===== config.mk =====
export PLATFORM = sky130hd
export DESIGN_NAME = line_inhibit_tracker
export DESIGN_NICKNAME = d
export VERILOG_FILES = /design/src/rtl/lit_pkg.sv /design/src/rtl/lit_idle_timer.sv /design/src/rtl/lit_cmd_track.sv /design/src/rtl/lit_data_track.sv /design/src/rtl/line_inhibit_tracker.sv
export SDC_FILE = /design/constraint.sdc
export NUM_CORES = 1
export LEC_CHECK = 0
export BUFFER_PORTS_ARGS = -buffer_cell sky130_fd_sc_hd__buf_2
export CAP_MARGIN = 20
export CORE_MARGIN = 2
export CORE_UTILIZATION = 49
export CTS_CLUSTER_DIAMETER = 80
export DETAILED_ROUTE_END_ITERATION = 10
export GPL_TIMING_DRIVEN = 0
export PLACE_DENSITY = 0.77
export SYNTH_ARGS = -nofsm -noshare
export SYNTH_HDL_FRONTEND = slang
export SYNTH_SLANG_ARGS = --single-unit

===== constraint.sdc =====
create_clock -name clk -period 2 [get_ports clk]
set_clock_uncertainty 0.1 [all_clocks]
set_input_delay 0.1 -clock clk [delete_from_list [all_inputs] [get_ports clk]]
set_output_delay 0.1 -clock clk [all_outputs]
set_load 0.005 [all_outputs]

===== src/rtl/lit_pkg.sv =====
package lit_pkg;

  typedef enum logic [1:0] {
    KIND_NONE = 2'b00,
    KIND_RD   = 2'b01,
    KIND_WR   = 2'b10,
    KIND_RSV  = 2'b11
  } xfer_kind_e;

  typedef enum logic [1:0] {
    DL_OFF  = 2'b00,
    DL_ON   = 2'b01,
    DL_WAIT = 2'b10
  } dl_state_e;

  localparam logic [1:0] RSP_TYPE_NONE = 2'b00;

  typedef struct packed {
    logic       rsp_none;
    xfer_kind_e kind;
  } cmd_ctx_t;

endpackage


===== src/rtl/lit_idle_timer.sv =====
module lit_idle_timer #(
  parameter int IDLE_CYCLES = 8
) (
  input  logic clk,
  input  logic rst_n,
  input  logic soft_rst,
  input  logic arm,
  input  logic dat0,
  output logic idle_done
);

  localparam int CW = (IDLE_CYCLES > 2) ? $clog2(IDLE_CYCLES) : 1;
  localparam logic [CW-1:0] CMAX = CW'(IDLE_CYCLES - 1);

  logic [CW-1:0] cnt_q, cnt_d;
  logic          cnt_en;

  // count consecutive released samples while armed; saturate at the last step
  always_comb begin
    cnt_en = 1'b1;
    cnt_d  = cnt_q;
    if (soft_rst || !arm || !dat0) begin
      cnt_d = '0;
    end else if (cnt_q != CMAX) begin
      cnt_d = cnt_q + CW'(1);
    end else begin
      cnt_en = 1'b0;
    end
  end

  always_ff @(posedge clk or negedge rst_n) begin
    if (!rst_n) begin
      cnt_q <= '0;
    end else if (cnt_en) begin
      cnt_q <= cnt_d;
    end
  end

  assign idle_done = arm && dat0 && (cnt_q == CMAX);

endmodule


===== src/rtl/lit_cmd_track.sv =====
module lit_cmd_track
  import lit_pkg::*;
(
  input  logic       clk,
  input  logic       rst_n,
  input  logic       soft_rst,
  input  logic       cmd_issue,
  input  logic [1:0] cmd_rsp_type,
  input  logic [1:0] cmd_kind,
  input  logic       cmd_busy,
  input  logic       auto_stop_issue,
  input  logic       cmd_end,
  input  logic       rsp_end,
  input  logic       rsp_crc_err,
  input  logic       rsp_endbit_err,
  input  logic       auto_stop_skip,
  input  logic       cmd_timeout,
  input  logic       idle_done,
  output logic       cmd_inhibit,
  output logic       busy_pend,
  output logic       busy_arm,
  output logic       start_rd,
  output logic       start_wr
);

  cmd_ctx_t ctx_q, ctx_d;
  logic     cmdi_q, cmdi_d;
  logic     auto_q, auto_d;
  logic     busy_q, busy_d;
  logic     barm_q, barm_d;
  logic     own_rsp, own_end, rsp_clean;

  assign own_rsp   = rsp_end && !auto_q;
  assign own_end   = cmd_end && !auto_q;
  assign rsp_clean = !rsp_crc_err && !rsp_endbit_err && !auto_stop_skip;

  always_comb begin
    ctx_d  = ctx_q;
    cmdi_d = cmdi_q;
    auto_d = auto_q;
    busy_d = busy_q;
    barm_d = barm_q;

    // release paths; a timeout has none
    if (own_rsp && rsp_clean) cmdi_d = 1'b0;
    if (own_end && ctx_q.rsp_none) cmdi_d = 1'b0;

    // automatic stop runs beside the inhibit, never touching it
    if (auto_q && (rsp_end || cmd_timeout)) auto_d = 1'b0;
    if (auto_stop_issue) auto_d = 1'b1;

    // busy window opens once the command phase is over
    if (busy_q && (own_rsp || (own_end && ctx_q.rsp_none))) barm_d = 1'b1;
    if (barm_q && idle_done) begin
      busy_d = 1'b0;
      barm_d = 1'b0;
    end

    if (cmd_issue) begin
      cmdi_d         = 1'b1;
      ctx_d.rsp_none = (cmd_rsp_type == RSP_TYPE_NONE);
      ctx_d.kind     = xfer_kind_e'(cmd_kind);
      busy_d         = cmd_busy;
      barm_d         = 1'b0;
    end
  end

  always_ff @(posedge clk or negedge rst_n) begin
    if (!rst_n) begin
      ctx_q  <= '0;
      cmdi_q <= 1'b0;
      auto_q <= 1'b0;
      busy_q <= 1'b0;
      barm_q <= 1'b0;
    end else if (soft_rst) begin
      ctx_q  <= '0;
      cmdi_q <= 1'b0;
      auto_q <= 1'b0;
      busy_q <= 1'b0;
      barm_q <= 1'b0;
    end else begin
      ctx_q  <= ctx_d;
      cmdi_q <= cmdi_d;
      auto_q <= auto_d;
      busy_q <= busy_d;
      barm_q <= barm_d;
    end
  end

  assign cmd_inhibit = cmdi_q;
  assign busy_pend   = busy_q;
  assign busy_arm    = barm_q;
  assign start_rd    = own_end && (ctx_q.kind == KIND_RD);
  assign start_wr    = own_end && (ctx_q.kind == KIND_WR);

endmodule


===== src/rtl/lit_data_track.sv =====
module lit_data_track
  import lit_pkg::*;
(
  input  logic clk,
  input  logic rst_n,
  input  logic soft_rst,
  input  logic start_rd,
  input  logic start_wr,
  input  logic rd_last_blk,
  input  logic rd_drained,
  input  logic wr_crc_stat,
  input  logic rd_wait,
  input  logic stop_gap,
  input  logic cont_req,
  input  logic idle_done,
  output logic rd_active,
  output logic wr_active,
  output logic dat_active,
  output logic dl_wait
);

  dl_state_e dl_q, dl_d;
  logic      rta_q, rta_d;
  logic      wta_q, wta_d;
  logic      dirw_q, dirw_d;
  logic      gap_q, gap_d;
  logic      busy_any;

  assign busy_any = rta_q || wta_q || (dl_q != DL_OFF);

  always_comb begin
    dl_d   = dl_q;
    rta_d  = rta_q;
    wta_d  = wta_q;
    dirw_d = dirw_q;
    gap_d  = gap_q;

    if (dl_q == DL_WAIT && idle_done) dl_d = DL_OFF;

    if (start_rd) begin
      rta_d  = 1'b1;
      dl_d   = DL_ON;
      dirw_d = 1'b0;
      gap_d  = 1'b0;
    end else if (start_wr) begin
      wta_d  = 1'b1;
      dl_d   = DL_ON;
      dirw_d = 1'b1;
      gap_d  = 1'b0;
    end else if (cont_req && gap_q) begin
      gap_d = 1'b0;
      dl_d  = DL_ON;
      if (dirw_q) wta_d = 1'b1;
      else        rta_d = 1'b1;
    end else if (stop_gap && busy_any) begin
      gap_d = 1'b1;
      rta_d = 1'b0;
      wta_d = 1'b0;
      if (dl_q == DL_ON) dl_d = dirw_q ? DL_WAIT : DL_OFF;
    end else begin
      if (rd_drained) rta_d = 1'b0;
      if (wr_crc_stat && wta_q) begin
        wta_d = 1'b0;
        if (dl_q == DL_ON) dl_d = DL_WAIT;
      end
      if (!dirw_q && dl_q == DL_ON && (rd_last_blk || rd_wait)) dl_d = DL_OFF;
    end
  end

  always_ff @(posedge clk or negedge rst_n) begin
    if (!rst_n) begin
      dl_q   <= DL_OFF;
      rta_q  <= 1'b0;
      wta_q  <= 1'b0;
      dirw_q <= 1'b0;
      gap_q  <= 1'b0;
    end else if (soft_rst) begin
      dl_q   <= DL_OFF;
      rta_q  <= 1'b0;
      wta_q  <= 1'b0;
      dirw_q <= 1'b0;
      gap_q  <= 1'b0;
    end else begin
      dl_q   <= dl_d;
      rta_q  <= rta_d;
      wta_q  <= wta_d;
      dirw_q <= dirw_d;
      gap_q  <= gap_d;
    end
  end

  assign rd_active  = rta_q;
  assign wr_active  = wta_q;
  assign dat_active = (dl_q != DL_OFF);
  assign dl_wait    = (dl_q == DL_WAIT);

endmodule


===== src/rtl/line_inhibit_tracker.sv =====
module line_inhibit_tracker #(
  parameter int IDLE_CYCLES = 8
) (
  input  logic       clk,
  input  logic       rst_n,
  input  logic       soft_rst,
  input  logic       cmd_issue,
  input  logic [1:0] cmd_rsp_type,
  input  logic [1:0] cmd_kind,
  input  logic       cmd_busy,
  input  logic       auto_stop_issue,
  input  logic       cmd_end,
  input  logic       rsp_end,
  input  logic       rsp_crc_err,
  input  logic       rsp_endbit_err,
  input  logic       auto_stop_skip,
  input  logic       cmd_timeout,
  input  logic       rd_last_blk,
  input  logic       rd_drained,
  input  logic       wr_crc_stat,
  input  logic       rd_wait,
  input  logic       stop_gap,
  input  logic       cont_req,
  input  logic       dat0,
  output logic       cmd_inhibit,
  output logic       rd_active,
  output logic       wr_active,
  output logic       dat_active,
  output logic       dat_inhibit,
  output logic       xfer_done
);

  logic busy_pend, busy_arm, start_rd, start_wr;
  logic dl_wait, idle_done, timer_arm;
  logic dati, dati_q, dati_d;

  lit_cmd_track u_cmd (
    .clk             (clk),
    .rst_n           (rst_n),
    .soft_rst        (soft_rst),
    .cmd_issue       (cmd_issue),
    .cmd_rsp_type    (cmd_rsp_type),
    .cmd_kind        (cmd_kind),
    .cmd_busy        (cmd_busy),
    .auto_stop_issue (auto_stop_issue),
    .cmd_end         (cmd_end),
    .rsp_end         (rsp_end),
    .rsp_crc_err     (rsp_crc_err),
    .rsp_endbit_err  (rsp_endbit_err),
    .auto_stop_skip  (auto_stop_skip),
    .cmd_timeout     (cmd_timeout),
    .idle_done       (idle_done),
    .cmd_inhibit     (cmd_inhibit),
    .busy_pend       (busy_pend),
    .busy_arm        (busy_arm),
    .start_rd        (start_rd),
    .start_wr        (start_wr)
  );

  lit_data_track u_data (
    .clk         (clk),
    .rst_n       (rst_n),
    .soft_rst    (soft_rst),
    .start_rd    (start_rd),
    .start_wr    (start_wr),
    .rd_last_blk (rd_last_blk),
    .rd_drained  (rd_drained),
    .wr_crc_stat (wr_crc_stat),
    .rd_wait     (rd_wait),
    .stop_gap    (stop_gap),
    .cont_req    (cont_req),
    .idle_done   (idle_done),
    .rd_active   (rd_active),
    .wr_active   (wr_active),
    .dat_active  (dat_active),
    .dl_wait     (dl_wait)
  );

  // one release window shared by write busy and busy-signalling commands
  assign timer_arm = dl_wait || busy_arm;

  lit_idle_timer #(.IDLE_CYCLES(IDLE_CYCLES)) u_idle (
    .clk       (clk),
    .rst_n     (rst_n),
    .soft_rst  (soft_rst),
    .arm       (timer_arm),
    .dat0      (dat0),
    .idle_done (idle_done)
  );

  assign dati = dat_active || rd_active || busy_pend;

  always_comb begin
    dati_d = soft_rst ? 1'b0 : dati;
  end

  always_ff @(posedge clk or negedge rst_n) begin
    if (!rst_n) dati_q <= 1'b0;
    else        dati_q <= dati_d;
  end

  assign dat_inhibit = dati;
  assign xfer_done   = dati_q && !dati;

endmodule


== Yosys cells after proc, flatten, opt, wreduce, memory -nomap -nowiden ==
Cells that the tools add are included.
Word-level totals
  register bits after elaboration: 17
  bits of input ports: 23
  logic and storage cells: 131
Operators by class
  equality and inequality tests: 10
  add/subtract/negate cells: 1
  mux-type cells: 54
  reductions and logical operators: 53
Operators with widths (number)
  1-bit 2-to-1 mux: 39
  2-bit 2-to-1 mux: 11
  1-bit logical AND: 20
  5-bit nonzero test: 3
  3-bit 2-to-1 mux: 4
  1-bit logical OR: 10
  3-bit nonzero test: 3
  1-bit logical NOT: 8
  4-bit nonzero test: 2
  3-bit != test (second input constant): 2
  3-bit AND reduction: 2
  2-bit nonzero test: 3
  2-bit by 1-bit == test with 1-bit output (second input constant): 2
  2-bit == test (second input constant): 2
  4-bit by 3-bit != test with 1-bit output (second input constant): 1
  4-bit != test (second input constant): 1
  3-bit by 1-bit adder with 3-bit output (second input constant): 1
  3-bit == test (second input constant): 1
  2-bit logical NOT: 1
  2-bit != test (second input constant): 1
  2-bit AND reduction: 1

== Longest topological paths before layout ==
  depth in word-level cells: 14
  mapped depth: 7
  gate-level depth less buffers: 6

== Modules after synthesis ==
A second synthesis with hierarchy kept.
Unflattened totals
  cells, all modules: 88
  area, all modules: 910.9 µm²
By module, submodules not included
  lit_data_track: area an instance 365.4 µm², times used 1, cells an instance 35, seq. area each 150.1 µm²
  lit_cmd_track: area an instance 335.3 µm², times used 1, cells an instance 34, seq. area each 175.2 µm²
  lit_idle_timer: area an instance 155.1 µm², times used 1, cells an instance 13, seq. area each 75.1 µm²
  line_inhibit_tracker: area an instance 55.1 µm², times used 1, cells an instance 6, seq. area each 25.0 µm²

== Least setup slack after synthesis ==
No wires, ideal clock.
  kind: reg2reg
  from: register u_idle.cnt_q[0]
  to: register u_data.dl_q[1]
  library setup time: 0.081 ns
  buffers on the path: 1
  data required time: 1.819 ns
  cell stages (with the launch flop): 8
  path slack: 0.525 ns
  data arrival time: 1.294 ns
  cells stage by stage: dfrtp_1 ha_1 ha_1 clkbuf_1 nand2_1 a21oi_1 o22a_1 nor3_2
On the way
  longest elaborated chain between the ends: 12
  elaborated cells on any way between the ends: 13
  those cells by class: eq/ne (1); mux (10); reduce/logical (2)
RTL lines
  start, declared: line lit_idle_timer.sv:15  | logic [CW-1:0] cnt_q, cnt_d;
  start signal, assigned: line lit_idle_timer.sv:35  | cnt_q <= cnt_d;
  3-bit == test *: line lit_idle_timer.sv:39  | assign idle_done = arm && dat0 && (cnt_q == CMAX);
  1-bit logical AND *: line lit_idle_timer.sv:39
  1-bit logical AND *: line lit_data_track.sv:38  | if (dl_q == DL_WAIT && idle_done) dl_d = DL_OFF;
  2-bit 2-to-1 mux *: line lit_data_track.sv:38
  2-bit 2-to-1 mux: line lit_data_track.sv:64  | if (dl_q == DL_ON) dl_d = DL_WAIT;
  2-bit 2-to-1 mux: line lit_data_track.sv:62  | if (wr_crc_stat && wta_q) begin
  2-bit 2-to-1 mux: line lit_data_track.sv:66  | if (!dirw_q && dl_q == DL_ON && (rd_last_blk || rd_wait)) dl_d = DL_OFF;
  2-bit 2-to-1 mux *: line lit_data_track.sv:55  | end else if (stop_gap && busy_any) begin
  2-bit 2-to-1 mux *: line lit_data_track.sv:50  | end else if (cont_req && gap_q) begin
  2-bit 2-to-1 mux *: line lit_data_track.sv:45  | end else if (start_wr) begin
  2-bit 2-to-1 mux *: line lit_data_track.sv:40  | if (start_rd) begin
  2-bit 2-to-1 mux *: line lit_data_track.sv:77  | end else if (soft_rst) begin
  end signal, assigned: line lit_data_track.sv:84  | dl_q <= dl_d;
  end, declared: line lit_data_track.sv:22  | dl_state_e dl_q, dl_d;
Mark *: on every way between the ends. The rest lies on a longest branch, timed or not.
A chain may end at the register's enable or synchronous reset.

== Worst setup path after layout ==
  from: register u_data.dl_q[0]
  to: output xfer_done
On the way
  longest elaborated chain between the ends: 5
RTL lines
  2-bit nonzero test: line lit_data_track.sv:94  | assign dat_active = (dl_q != DL_OFF);
  1-bit logical OR (2 in a row): line line_inhibit_tracker.sv:91  | assign dati = dat_active || rd_active || busy_pend;
  1-bit logical NOT: line line_inhibit_tracker.sv:103  | assign xfer_done = dati_q && !dati;
  1-bit logical AND: line line_inhibit_tracker.sv:103
  end, declared: line line_inhibit_tracker.sv:30  | output logic xfer_done
No other way between the ends.

==> impl_metrics.csv <==
group,metric,value,unit
synth,synthSimpleGateAreaFrac,24.4,%
layout,fillCellCount,169,
synth,syn-cell-area,948,µm²
synth,muxShareOfSynthArea,5.28,%
floorplan,ios,29,
floorplan,fp.dieH,48.0,µm
place,post-dp-hpwl,1580,µm
sta,timing.setup.tns,0,ps
layout,drive_gt1_share,27.4,%
sta,min_period_over_period,92.3,%
routing,drt_pass1_iterations,4,
worst_setup_path,critPathLaunchType,"flop",
clock_network,cts_tree,"yes",
global_route,track_usage,21.6,%
worst_setup_path,worstPathCellList,"or2_2, nor3_1, and2_1, buf_2",
sta,slew_headroom,65.9,%
worst_setup_path,critical-path-top-delay-family,"simple AND/OR/NAND/NOR gates",
worst_setup_path,arrival,1650,ps
layout,top_regs,"u_cmd.ctx_q x3, u_idle.cnt_q x3, u_data.dl_q x2",
sta,finalCriticalPeriod,1850,ps
place,place_congestion,0.805,
place,dp_cells,151,
status,status,"finished clean",
sta,max_freq,0.542,GHz
routing,post-route-drc-count,0,
layout,area_growth_syn_to_layout,25.2,%
routing,viasPerCell,5.57,
floorplan,start_util,53.8,%
synth,synthAdderAreaFrac,2.64,%
layout,nets,161,
floorplan,die_x,48.0,µm
flow_run,timing.max_cap.violations,0,
synth,synth_top_family_by_area,"simple AND/OR/NAND/NOR gates",
clock_network,post-cts-setup-buffer-count,0,
power,p_leak,0.571,nW
synth,seq_area_frac_synth,44.9,%
layout,final_common_cell,"buf_2",
sta,rsz0062_at_grt,"no",
hold_path,hold_path.class,"primary input to flop",
synth,yosys_warnings,0,
global_route,antenna_found_initial,0,
worst_setup_path,cp_max_fo,6,
clock_network,cts_max_level,1,
global_route,grt_max_degree,18,
sta,final_max_slew_viol_count,0,
sta,setup_violations,0,
worst_setup_path,cp-end-kind,"output pin",
synth,synthArstFlopShare,100,%
clock_network,cts_root_buffer,"clkbuf_4",
place,dpl_cell_area,1110,µm²
layout,finalInstanceArea,1190,µm²
routing,antenna_left,0,
synth,synth_enable_flop_cells,0,
synth,syn_nets,125,
floorplan,coreArea,1760,µm²
worst_setup_path,path_buf_inv,1,
worst_setup_path,max_stage_delay,480,ps
power,powerDensity,564,nW/µm²
synth,synth-compound-area-share,18.6,%
synth,synth-xor-area-share,1.85,%
clock_network,clk_pin_slew,100,ps
worst_setup_path,slowest_stage,"dfrtp_1",
clock_network,cts.sinks,17,
sta,hold_violations,0,
synth,synth_cell_types,35,
global_route,grt_pass1_vias,780,
sta,hold-worst-slack,6.75,ps
layout,final_cell_mix,"26 x buf_2, 17 x dfrtp_1, 15 x nor2_1",
sta,tightest_slew,504,ps
global_route,grt_pass1_wl,3360,µm
routing,wl_per_cell,13.3,µm
place,port-buffer-count,26,
worst_setup_path,critPathKind,"flop to output pin",
clock_network,clockBufferDepth,2,
power,ir_drop,0.436,mV
layout,instances_no_fill,160,
synth,yosys_most_used_dff,"dfrtp_1",
synth,syn_avg_cell_area,9.48,µm²
clock_network,cts_buffers,3,
global_route,grt-ovfl-total,0,
floorplan,num_rows,15,
worst_setup_path,cp.required,1800,ps
synth,ys_seq_elements,17,
floorplan,die_area,2300,µm²
routing,wl,2130,µm
routing,drt_iter0_markers,10,
layout,n_antenna_cell,0,
routing,route.vias.total,891,
clock_network,clock_latency,300,ps
synth,syn_inst,100,
-- cell families (layout without fill, tap and decap cells) --
family	count (synthesis)	count (layout)
DFF	17	17
muxes	5	5
adders and majority gates	2	2
xor gates and xnor gates	2	2
buffers and inverters	6	41
and+or+nand+nor	43	43
AOI/OAI and AO/OA	25	25
-- worst register-to-register path, delay by kind of cell, from the launching register on --
| kind | cells | cell delay (ps) |
|---|---|---|
| compound gates | 2 | 330 |
| buf+inv | 1 | 250 |
| flops | 1 | 380 |
| simple gates | 2 | 170 |
| fa+ha+maj | 2 | 290 |
-- cell usage after synthesis, types with 2 or more instances --
master / number / area (µm²)
a21oi_1: 12 / 60.1
o21ai_0: 3 / 15.0
nor3b_1: 2 / 15.0
nand3_1: 3 / 15.0
nand2b_1: 2 / 12.5
ha_1: 2 / 25.0
a31oi_1: 2 / 12.5
nand3b_1: 3 / 22.5
mux2i_1: 5 / 50.1
clkbuf_1: 4 / 15.0
nor3_1: 3 / 15.0
nor2_1: 15 / 56.3
inv_1: 2 / 7.51
dfrtp_1: 17 / 425
nand2_1: 5 / 18.8
-- per-stage QoR --
| step | util (%) | worst slack [ps] | total power, mW |
|---|---|---|---|
| finish | 67.3 | 154 | 0.669 |
| global route | 67.3 | 44.7 | 0.709 |
| CTS | 67.3 | 138 | 0.675 |
| detailed placement | 62.9 | 373 | 0.482 |
| global placement | 62.9 | 435 | 0.477 |
| floorplan | - | 525 | 0.430 |
-- what timing repair did --
item | CTS | global route
hold endpoints to repair | 21 | 0
resized for setup | 0 | 0
hold buffers | 5 | 0
-- worst paths after layout --
path                                                   from                          end  slack [ps]  cells after the start
worst max-delay path               u_data.dl_q[0]$_DFF_PN0_                    xfer_done         150                      4
worst min-delay path                            cmd_timeout     u_cmd.auto_q$_DFFE_PN0P_           7                      4
worst max register to register  u_idle.cnt_q[0]$_DFFE_PN0P_     u_data.dl_q[1]$_DFF_PN0_         370                      7
worst min register to register  u_idle.cnt_q[2]$_DFFE_PN0P_  u_idle.cnt_q[2]$_DFFE_PN0P_         440                      2
max in group asynchronous                             rst_n   u_cmd.ctx_q[2]$_DFFE_PN0P_        1380                      2
min in group asynchronous                             rst_n   u_cmd.busy_arm$_DFFE_PN0P_         150                      2
-- routing by layer --
metal  vias up  wire length (µm)  track usage, %
met4         0                51            13.5
met3         4               103            3.77
met1       419               985            25.9
met2        34               987            35.5
met5         -                 0               0
li1        434                 -               -
-- power breakdown --
part           total (mW)  internal [mW]  leakage, nW  switching [mW]
registers           0.373          0.356        0.231          0.0166
clock network       0.188         0.0746       0.0177           0.113
logic               0.109         0.0555        0.322          0.0537
-- final cells by class --
| type | instances | area (µm²) | area share, % |
|---|---|---|---|
| clock inverters | 1 | 5.00 | 0.421 |
| plain buffers | 4 | 15.0 | 1.26 |
| multi-input cells | 77 | 500 | 42.1 |
| repair buffers | 31 | 180 | 15.2 |
| well taps | 25 | 31.3 | 2.63 |
| flip-flops and latches | 17 | 425 | 35.8 |
| clock buffers | 3 | 22.5 | 1.90 |
| inverters | 2 | 7.51 | 0.632 |
No activity file was read; power rests on OpenSTA's default activity.
